File: config.mk
export PLATFORM = sky130hd
export DESIGN_NAME = burst_addr_gen
export DESIGN_NICKNAME = d
export VERILOG_FILES = /design/src/rtl/burst_addr_pkg.sv /design/src/rtl/burst_cfg_reg.sv /design/src/rtl/beat_counter.sv /design/src/rtl/addr_step.sv /design/src/rtl/burst_addr_gen.sv
export SDC_FILE = /design/constraint.sdc
export NUM_CORES = 1
export LEC_CHECK = 0
export BUFFER_PORTS_ARGS = -buffer_cell sky130_fd_sc_hd__buf_2
export CAP_MARGIN = 5
export CORE_UTILIZATION = 42
export CTS_BUF_LIST = sky130_fd_sc_hd__clkbuf_8
export DETAILED_ROUTE_END_ITERATION = 10
export PLACE_DENSITY = 0.67
export SYNTH_ARGS = -nofsm -noshare
export SYNTH_HDL_FRONTEND = slang
export SYNTH_HIERARCHICAL = 1
export SYNTH_SLANG_ARGS = --single-unit
export TNS_END_PERCENT = 50
File: constraint.sdc
create_clock -name clk_i -period 3.2 [get_ports clk_i]
set_input_delay 0.48 -clock clk_i [delete_from_list [all_inputs] [get_ports clk_i]]
set_output_delay 0.48 -clock clk_i [all_outputs]
set_load 0.05 [all_outputs]
File: src/rtl/burst_addr_pkg.sv
package burst_addr_pkg;
  localparam int LEN_W  = 8;
  localparam int SIZE_W = 3;

  typedef enum logic [1:0] {
    BURST_FIXED = 2'b00,
    BURST_INCR  = 2'b01,
    BURST_WRAP  = 2'b10,
    BURST_RSVD  = 2'b11
  } burst_e;

  function automatic logic wrap_len_ok(input logic [LEN_W-1:0] len);
    return (len == 8'd1) || (len == 8'd3) || (len == 8'd7) || (len == 8'd15);
  endfunction
endpackage

File: src/rtl/burst_cfg_reg.sv
module burst_cfg_reg
  import burst_addr_pkg::*;
#(
  parameter int ADDR_W    = 32,
  parameter int BUS_BYTES = 8
) (
  input  logic              clk_i,
  input  logic              rst_ni,
  input  logic              take_i,
  input  logic [ADDR_W-1:0] start_addr_i,
  input  logic [1:0]        mode_i,
  input  logic [LEN_W-1:0]  len_i,
  input  logic [SIZE_W-1:0] size_i,
  output burst_e            kind_o,
  output logic [LEN_W-1:0]  len_o,
  output logic [SIZE_W-1:0] size_o,
  output logic [ADDR_W-1:0] base_o,
  output logic [ADDR_W-1:0] mask_o
);
  localparam int MAX_SIZE = $clog2(BUS_BYTES);

  logic [SIZE_W-1:0] eff_size;
  burst_e            eff_kind;
  logic [ADDR_W-1:0] span, win_mask;

  generate
    if (MAX_SIZE >= (1 << SIZE_W) - 1) begin : g_no_clamp
      assign eff_size = size_i;
    end else begin : g_clamp
      assign eff_size = (size_i > SIZE_W'(MAX_SIZE)) ? SIZE_W'(MAX_SIZE) : size_i;
    end
  endgenerate

  always_comb begin
    unique case (mode_i)
      2'b00:   eff_kind = BURST_FIXED;
      2'b10:   eff_kind = wrap_len_ok(len_i) ? BURST_WRAP : BURST_INCR;
      default: eff_kind = BURST_INCR;
    endcase
  end

  assign span     = (ADDR_W'(len_i) + ADDR_W'(1)) << eff_size;
  assign win_mask = span - ADDR_W'(1);

  always_ff @(posedge clk_i or negedge rst_ni) begin
    if (!rst_ni) begin
      kind_o <= BURST_FIXED;
      len_o  <= '0;
      size_o <= '0;
      base_o <= '0;
      mask_o <= '0;
    end else if (take_i) begin
      kind_o <= eff_kind;
      len_o  <= len_i;
      size_o <= eff_size;
      base_o <= start_addr_i & ~win_mask;
      mask_o <= win_mask;
    end
  end
endmodule

File: src/rtl/beat_counter.sv
module beat_counter
  import burst_addr_pkg::*;
(
  input  logic             clk_i,
  input  logic             rst_ni,
  input  logic             take_i,
  input  logic             step_i,
  input  logic [LEN_W-1:0] len_i,
  output logic             busy_o,
  output logic             last_o
);
  logic [LEN_W-1:0] idx_q;

  assign last_o = busy_o && (idx_q == len_i);

  always_ff @(posedge clk_i or negedge rst_ni) begin
    if (!rst_ni) begin
      busy_o <= 1'b0;
      idx_q  <= '0;
    end else if (take_i) begin
      busy_o <= 1'b1;
      idx_q  <= '0;
    end else if (step_i) begin
      if (last_o) busy_o <= 1'b0;
      else        idx_q  <= idx_q + LEN_W'(1);
    end
  end
endmodule

File: src/rtl/addr_step.sv
module addr_step
  import burst_addr_pkg::*;
#(
  parameter int ADDR_W = 32
) (
  input  burst_e            kind_i,
  input  logic [SIZE_W-1:0] size_i,
  input  logic [ADDR_W-1:0] base_i,
  input  logic [ADDR_W-1:0] mask_i,
  input  logic [ADDR_W-1:0] cur_i,
  output logic [ADDR_W-1:0] next_o
);
  logic [ADDR_W-1:0] stride, aligned, sum;

  assign stride  = ADDR_W'(1) << size_i;
  assign aligned = cur_i & ~(stride - ADDR_W'(1));
  assign sum     = aligned + stride;

  always_comb begin
    unique case (kind_i)
      BURST_FIXED: next_o = cur_i;
      BURST_WRAP:  next_o = base_i | (sum & mask_i);
      default:     next_o = sum;
    endcase
  end
endmodule

File: src/rtl/burst_addr_gen.sv
module burst_addr_gen
  import burst_addr_pkg::*;
#(
  parameter int ADDR_W    = 32,
  parameter int BUS_BYTES = 8
) (
  input  logic              clk_i,
  input  logic              rst_ni,
  input  logic              load_i,
  input  logic [ADDR_W-1:0] start_addr_i,
  input  logic [1:0]        mode_i,
  input  logic [7:0]        len_i,
  input  logic [2:0]        size_i,
  input  logic              advance_i,
  output logic [ADDR_W-1:0] addr_o,
  output logic              last_o,
  output logic              busy_o
);
  logic              take, step;
  burst_e            kind_q;
  logic [LEN_W-1:0]  len_q;
  logic [SIZE_W-1:0] size_q;
  logic [ADDR_W-1:0] base_q, mask_q, next_addr, addr_q;

  assign take = load_i && !busy_o;
  assign step = advance_i && busy_o;

  burst_cfg_reg #(.ADDR_W(ADDR_W), .BUS_BYTES(BUS_BYTES)) i_cfg (
    .clk_i, .rst_ni, .take_i(take), .start_addr_i, .mode_i, .len_i, .size_i,
    .kind_o(kind_q), .len_o(len_q), .size_o(size_q), .base_o(base_q), .mask_o(mask_q)
  );

  beat_counter i_cnt (
    .clk_i, .rst_ni, .take_i(take), .step_i(step), .len_i(len_q),
    .busy_o, .last_o
  );

  addr_step #(.ADDR_W(ADDR_W)) i_step (
    .kind_i(kind_q), .size_i(size_q), .base_i(base_q), .mask_i(mask_q),
    .cur_i(addr_q), .next_o(next_addr)
  );

  always_ff @(posedge clk_i or negedge rst_ni) begin
    if (!rst_ni)               addr_q <= '0;
    else if (take)             addr_q <= start_addr_i;
    else if (step && !last_o)  addr_q <= next_addr;
  end

  assign addr_o = addr_q;
endmodule

* Word level (Yosys, flattened, before mapping)
Index checks and enable logic that the tools add are counted.
** Storage, ports and cells
- Register bits after elaboration :: 118
- Input bits :: 49
- Output and inout port bits :: 34
- Word-level logic and storage cells :: 60
** Operators by class
- Add/sub/neg operators :: 5
- Order comparisons :: 1
- Equality and inequality tests :: 9
- Shift operators :: 2
- Mux-type cells :: 12
- Bitwise logic cells :: 6
- Reductions and logical operators :: 17
** Operators with widths (count)
- bitwise AND 32 bit :: 3
- two-way mux 32 bit :: 2
- NOT 32 bit :: 2
- one-hot mux 32 bit (2 select lines) :: 1
- subtractor 32 x 1 -> 32 bit, second input constant :: 2
- adder 32 bit :: 1
- bitwise OR 32 bit :: 1
- left shift 1 x 3 -> 32 bit, first input constant :: 1
- left shift 32 x 3 -> 32 bit :: 1
- two-way mux 8 bit :: 3
- adder 8 x 1 -> 9 bit, second input constant :: 1
- adder 8 x 1 -> 8 bit, second input constant :: 1
- == test 8 x 1 -> 1 bit, second input constant :: 1
- == test 8 x 2 -> 1 bit, second input constant :: 1
- == test 8 x 3 -> 1 bit, second input constant :: 1
- == test 8 x 4 -> 1 bit, second input constant :: 1
- == test 8 bit :: 1
- AND reduction 2 bit :: 3
- nonzero test 2 bit :: 3
- == test 2 bit, second input constant :: 2
- logical AND 1 bit :: 4
- zero test 2 bit :: 2
- one-hot mux 2 bit (2 select lines) :: 1
- > comparator 3 x 2 -> 1 bit, second input constant :: 1
- other kinds (7) :: 12

* Longest topological paths before layout
- Word-level depth :: 10
- Depth in mapped cells :: 15
- Mapped depth without buffers :: 13

* By module
Netlist, hierarchy kept.
** Modules (own cells, without submodules)
- burst_cfg_reg :: instances 1, cells an instance 383, area each 3846.2 µm², sequential area each 1901.8 µm²
- addr_step :: instances 1, cells an instance 341, area each 2318.5 µm², sequential area each 0.0 µm²
- burst_addr_gen :: instances 1, cells an instance 187, area each 2105.8 µm², sequential area each 800.8 µm²
- beat_counter :: instances 1, cells an instance 58, area each 621.8 µm², sequential area each 225.2 µm²

* Worst setup path before layout
Ideal clock, no wire load.
- Path type :: register -> register
- From :: register i_cfg.size_o[0]
- To :: register addr_q[28] (netlist: addr_o[28])
- Library setup time :: 0.132 ns
- Arrival :: 3.368 ns
- Data required time :: 3.068 ns
- Path slack :: -0.300 ns
- Stages on the path, launching flop included :: 16
- Path buffers :: 4
- Period minus slack after synthesis :: 3.500 ns
- Cells stage by stage :: dfrtp_1 buf_4 clkbuf_1 or3_1 ha_1 buf_6 nand2b_4 o31ai_1 nor3_1 or4b_1 buf_6 a211oi_2 xor2_1 o22ai_1 nor4bb_1 a311oi_1
** Between the ends
- Cells in the longest elaborated chain, start to end :: 10
** RTL lines
- start: declaration :: line burst_cfg_reg.sv:16 : output logic [SIZE_W-1:0] size_o,
- start signal: assignment :: line burst_cfg_reg.sv:55 : size_o <= eff_size;
- left shift 1 x 3 -> 32 bit * :: line addr_step.sv:15 : assign stride = ADDR_W'(1) << size_i;
- subtractor 32 x 1 -> 32 bit :: line addr_step.sv:16 : assign aligned = cur_i & ~(stride - ADDR_W'(1));
- NOT 32 bit :: line addr_step.sv:16
- bitwise AND 32 bit :: line addr_step.sv:16
- adder 32 bit * :: line addr_step.sv:17 : assign sum = aligned + stride;
- bitwise AND 32 bit :: line addr_step.sv:22 : BURST_WRAP: next_o = base_i | (sum & mask_i);
- bitwise OR 32 bit :: line addr_step.sv:22
- one-hot mux 32 bit (2 select lines) * :: line addr_step.sv:20 : unique case (kind_i)
- via next_addr[28] :: line burst_addr_gen.sv:23 : logic [ADDR_W-1:0] base_q, mask_q, next_addr, addr_q;
- two-way mux 32 bit * :: line burst_addr_gen.sv:46 : else if (step && !last_o) addr_q <= next_addr;
- two-way mux 32 bit * :: line burst_addr_gen.sv:45 : else if (take) addr_q <= start_addr_i;
- end signal: assignment :: line burst_addr_gen.sv:45
- end signal: assignment :: line burst_addr_gen.sv:46
- end: declaration :: line burst_addr_gen.sv:23
Mark *: on every way through the listed nets, which the timed path passes. The rest lies on a longest branch. The select of a mux whose other input is x is not followed.
A chain may end at the register's enable or synchronous reset.

* Final worst setup path
- From :: register i_cfg.size_o[2]
- To :: register addr_q[26] (netlist: addr_o[26])
Same word-level chain as after synthesis.

==> impl.org <==
** Outcome
- Result of the run :: finished with violations
- The final reports fail on setup timing.

** Global routing
- Global-route wire length before repair :: 43.0 mm
- After global routing, the most crowded layer is met2.
- For this run, the total global-route usage over all layers was measured as 25.1%.
- Entering global routing, the biggest net connects 95 pins.
- Met3 routing resource usage after global routing :: 5.86%
- GR met1 Demand/Resource :: 33.9%
- After global routing the overflow that remains totals 0.
- The number of antenna violations at the first check in global routing was 1.
- Global-route track usage on met2 :: 39.5%
- The via count of the first global-routing pass is 7756.

** Synth
- Count of warnings emitted by yosys :: 6
- For this run, asynchronously set or reset flops after synthesis account for 100%.
- For this run, the register share of the synthesized area comes to 32.9%.
- Dominant synthesized flop cell :: sky130_fd_sc_hd__dfrtp_1
- The synthesized design contains 117 register bits.
- Synth Net Count :: 1030
- In this run, synthesis inferred 0 flip-flops with an integrated enable.
- Largest area contributor in the synthesized netlist :: sky130_fd_sc_hd__dfrtp_1
- After synthesis, the most frequently instantiated cells are sky130_fd_sc_hd__dfrtp_1 (117), sky130_fd_sc_hd__inv_1 (79), sky130_fd_sc_hd__a21oi_1 (60), sky130_fd_sc_hd__nand2_1 (60), sky130_fd_sc_hd__o21ai_0 (53).
- Top cells by area, synth :: sky130_fd_sc_hd__dfrtp_1 (33%), sky130_fd_sc_hd__a311oi_2 (3.7%), sky130_fd_sc_hd__a21oi_1 (3.4%)
- Yosys mapped the design onto 104 distinct sky130hd cell types.
- Synthesis produced a netlist whose cell count is 969.
- The synthesized design devotes to its leading area cell type 32.9% of total area.
- Most instantiated library cell after synthesis :: sky130_fd_sc_hd__dfrtp_1
- The cell area that synthesis handed to floorplanning was 8890 um2.
- A synthesized cell averages 9.18 um2.

** Timing
- Slew Viols, Final :: 0
- The routed design could run at a clock period as short as 3.27 ns.
- Worst-case clock skew :: 0.0145 ns
- Maximum operating frequency :: 0.306 GHz
- Final cycle utilization of the critical path :: 102%
- Headroom to the max-slew limit came out at 31.2%.
- The count of endpoints failing hold in the final timing report came to 0.
- Worst path setup slack after routing :: -0.0690 ns
- Slew at the pin closest to its max-slew limit :: 1.03 ns
- Endpoints failing setup :: 8
- Adding up every negative setup slack in the final design gives -0.236 ns.
- Setup repair after global routing could not meet its margin everywhere.

** Clock network
- Buffers inserted to repair hold after CTS numbered 0.
- H-tree levels :: 4
- Number of clock sinks seen by CTS :: 117
- Maximum clock insertion buffer count :: 2
- In this run, CTS created clock tree buffers numbering 17.
- Clock latency on the worst-skew pair, taken at its later pin, is 0.46 ns.
- CTS tree :: yes
- Clock slew at reported path FFs :: 0.08 ns
- Root buffer selected by CTS :: sky130_fd_sc_hd__clkbuf_8

** Flow run
- Max-cap violations in this run came to 0.

** Critical path
- End point of the critical path :: addr_o[26]
- Kind of end point of the critical path :: flip-flop
- Worst Path Arrival :: 3.58 ns
- The worst register-to-register path begins at i_cfg/size_o[2].
- At the worst endpoint, the required time is 3.51 ns.
- By startpoint and endpoint, the worst setup path is classified as flip-flop to flip-flop.
- Critical Path Fanout Max :: 11
- Setup slack on the worst flop-to-flop path :: -0.07 ns
- R2r worst-path depth :: 11
- The worst register-to-register path ends at addr_o[26].
- CP Launch Point :: i_cfg/size_o[2]
- Setup crit start kind :: flip-flop

** Floorplanning
- For this configuration, the core starts out at a cell density of 43.4%.
- The total area inside the core boundary comes to 20500 um2.
- Total I/O pin count :: 83
- Row generation in the floorplan step produced 52 rows.
- Die Footprint :: 21800 um2
- Die height :: 148 um
- From left edge to right edge, the die measures 148 um.

** Hold path
- Tightest Hold Check Type :: primary input to async pin

** Route
- The first routing iteration left 601 violations.
- Via count normalized by instance count :: 6.01
- Router iterations before antenna repair :: 5
- After detailed routing, the average wire length per cell comes to 20.0 um.
- Summed over all layers, the routed wires come to 26.7 mm.
- Detail Route Antenna Nets :: 0
- Via Count :: 8041
- Total DRC errors in the routed layout :: 0

** Layout
- Final Net Count :: 1116
- Number of cells in the finished layout apart from fillers :: 1337
- Final core utilization :: 50.2%
- In the final layout, the share of cells above drive strength 1 is 26.1%.
- Area added between synthesis and finish :: 15.7%
- Antenna diode count :: 0

** Pwr
- Dividing total power by cell area gives a power density of 870 nW/um2.
- VDD sags by at most 0.398 mV.
- In this run the static leakage power is 4.37 nW.

** Placement
- Placer congestion estimate :: 0.861
- Once detailed placement completed, the half-perimeter wirelength came to 17.8 mm.
- Worst Setup Slack post-DPL :: -0.0612 ns
- Port bufs :: 82
- Including well taps, the total number of placed cells is 1305.
kinds of logic after synthesis:
family          share of synthesized area, %
compound gates                          25.0
buf+inv                                 8.01
mux                                     5.95
xor+xnor                                4.14
simple gates                            22.3
flops                                   32.9
other cells                           0.0422
fa+ha+maj                               1.69
final cells by class:
type | count | area [um2]
clock buffers | 20 | 275
clock inverters | 11 | 135
fillers | 1938 | 10200
inverters | 81 | 307
multi-input cells | 696 | 5410
flip-flops and latches | 117 | 2930
well taps | 270 | 338
repair buffers | 142 | 888
routing by layer:
metal / part of all wire [%] / vias up
met5: 0 / -
li1: - / 3777
met2: 47 / 292
met4: 2.4 / 0
met3: 6.8 / 51
met1: 44 / 3921
sequential cells by signal (all words and copies together), names as in the netlist:
name	cells
i_cfg/kind_o	2
i_cfg/size_o	3
i_cnt/busy_o	1
addr_o	32
i_cfg/mask_o	31
i_cnt/idx_q	8
i_cfg/base_o	32
i_cfg/len_o	8
how the worst min path moves through the flow:
| stage | start | end | slack, ns |
|---|---|---|---|
| finish | rst_ni | i_cfg/base_o[25] | 0.13 |
| global route | rst_ni | addr_o[25] | 0.18 |
| CTS | rst_ni | i_cfg/base_o[24] | 0.15 |
| detailed placement | i_cfg/base_o[29] | i_cfg/base_o[29] | 0.47 |
| global placement | i_cfg/base_o[29] | i_cfg/base_o[29] | 0.47 |
| floorplan | rst_ni | addr_o[0] | 0.18 |
worst max-delay path: stages (launching register included):
cell                       delay, ns
sky130_fd_sc_hd__dfrtp_2        0.44
sky130_fd_sc_hd__or3_4          0.42
sky130_fd_sc_hd__ha_4           0.22
sky130_fd_sc_hd__nand2b_4       0.16
sky130_fd_sc_hd__o31ai_4        0.23
sky130_fd_sc_hd__nor3_2         0.12
sky130_fd_sc_hd__or4b_4         0.62
sky130_fd_sc_hd__a21oi_4        0.26
sky130_fd_sc_hd__a311o_1        0.21
sky130_fd_sc_hd__o211ai_1       0.09
sky130_fd_sc_hd__nor4bb_1       0.29
sky130_fd_sc_hd__a311oi_1       0.07
cells in the final DEF (no fill, tap or decap), drive strengths merged, types with 11 or more instances in the layout:
| cell | n |
|---|---|
| a21oi | 61 |
| a22o | 12 |
| a311oi | 35 |
| and3 | 15 |
| and4bb | 18 |
| buf | 142 |
| clkbuf | 20 |
| dfrtp | 117 |
| ha | 12 |
| inv | 83 |
| mux2 | 18 |
| mux2i | 30 |
| nand2 | 61 |
| nand3 | 28 |
| nor2 | 39 |
| nor2b | 13 |
| nor3 | 15 |
| nor3b | 33 |
| nor4bb | 16 |
| o211ai | 11 |
| o21ai | 55 |
| o22ai | 20 |
| o2bb2ai | 16 |
| xnor2 | 13 |
| xor2 | 29 |
power by group:
group / total (mW) / switching (mW) / internal [mW] / leakage, nW
clock: 1.47 / 0.651 / 0.818 / 0.214
sequential: 2.80 / 0.707 / 2.09 / 1.43
combinational: 4.69 / 2.79 / 1.90 / 2.73
timing repair:
| action | CTS | global route |
|---|---|---|
| gates cloned | 0 | 1 |
| gates resized for setup | 3 | 16 |
| pin swaps | 0 | 10 |
| setup endpoints to repair | 7 | 25 |
| setup buffers | 0 | 0 |
metrics by stage:
| step | power (mW) | hold slack (ns) | instance area (um2) |
|---|---|---|---|
| after floorplan | 6.21 | 0.184 | 8980 |
| after detailed placement | 7.36 | 0.468 | 9800 |
| after global placement | 7.29 | 0.466 | 9800 |
| final | 8.96 | 0.129 | 10300 |
| after CTS | 8.88 | 0.147 | 10200 |
| after global routing | 9.54 | 0.176 | 10300 |
No activity file was read; power rests on OpenSTA's default activity.
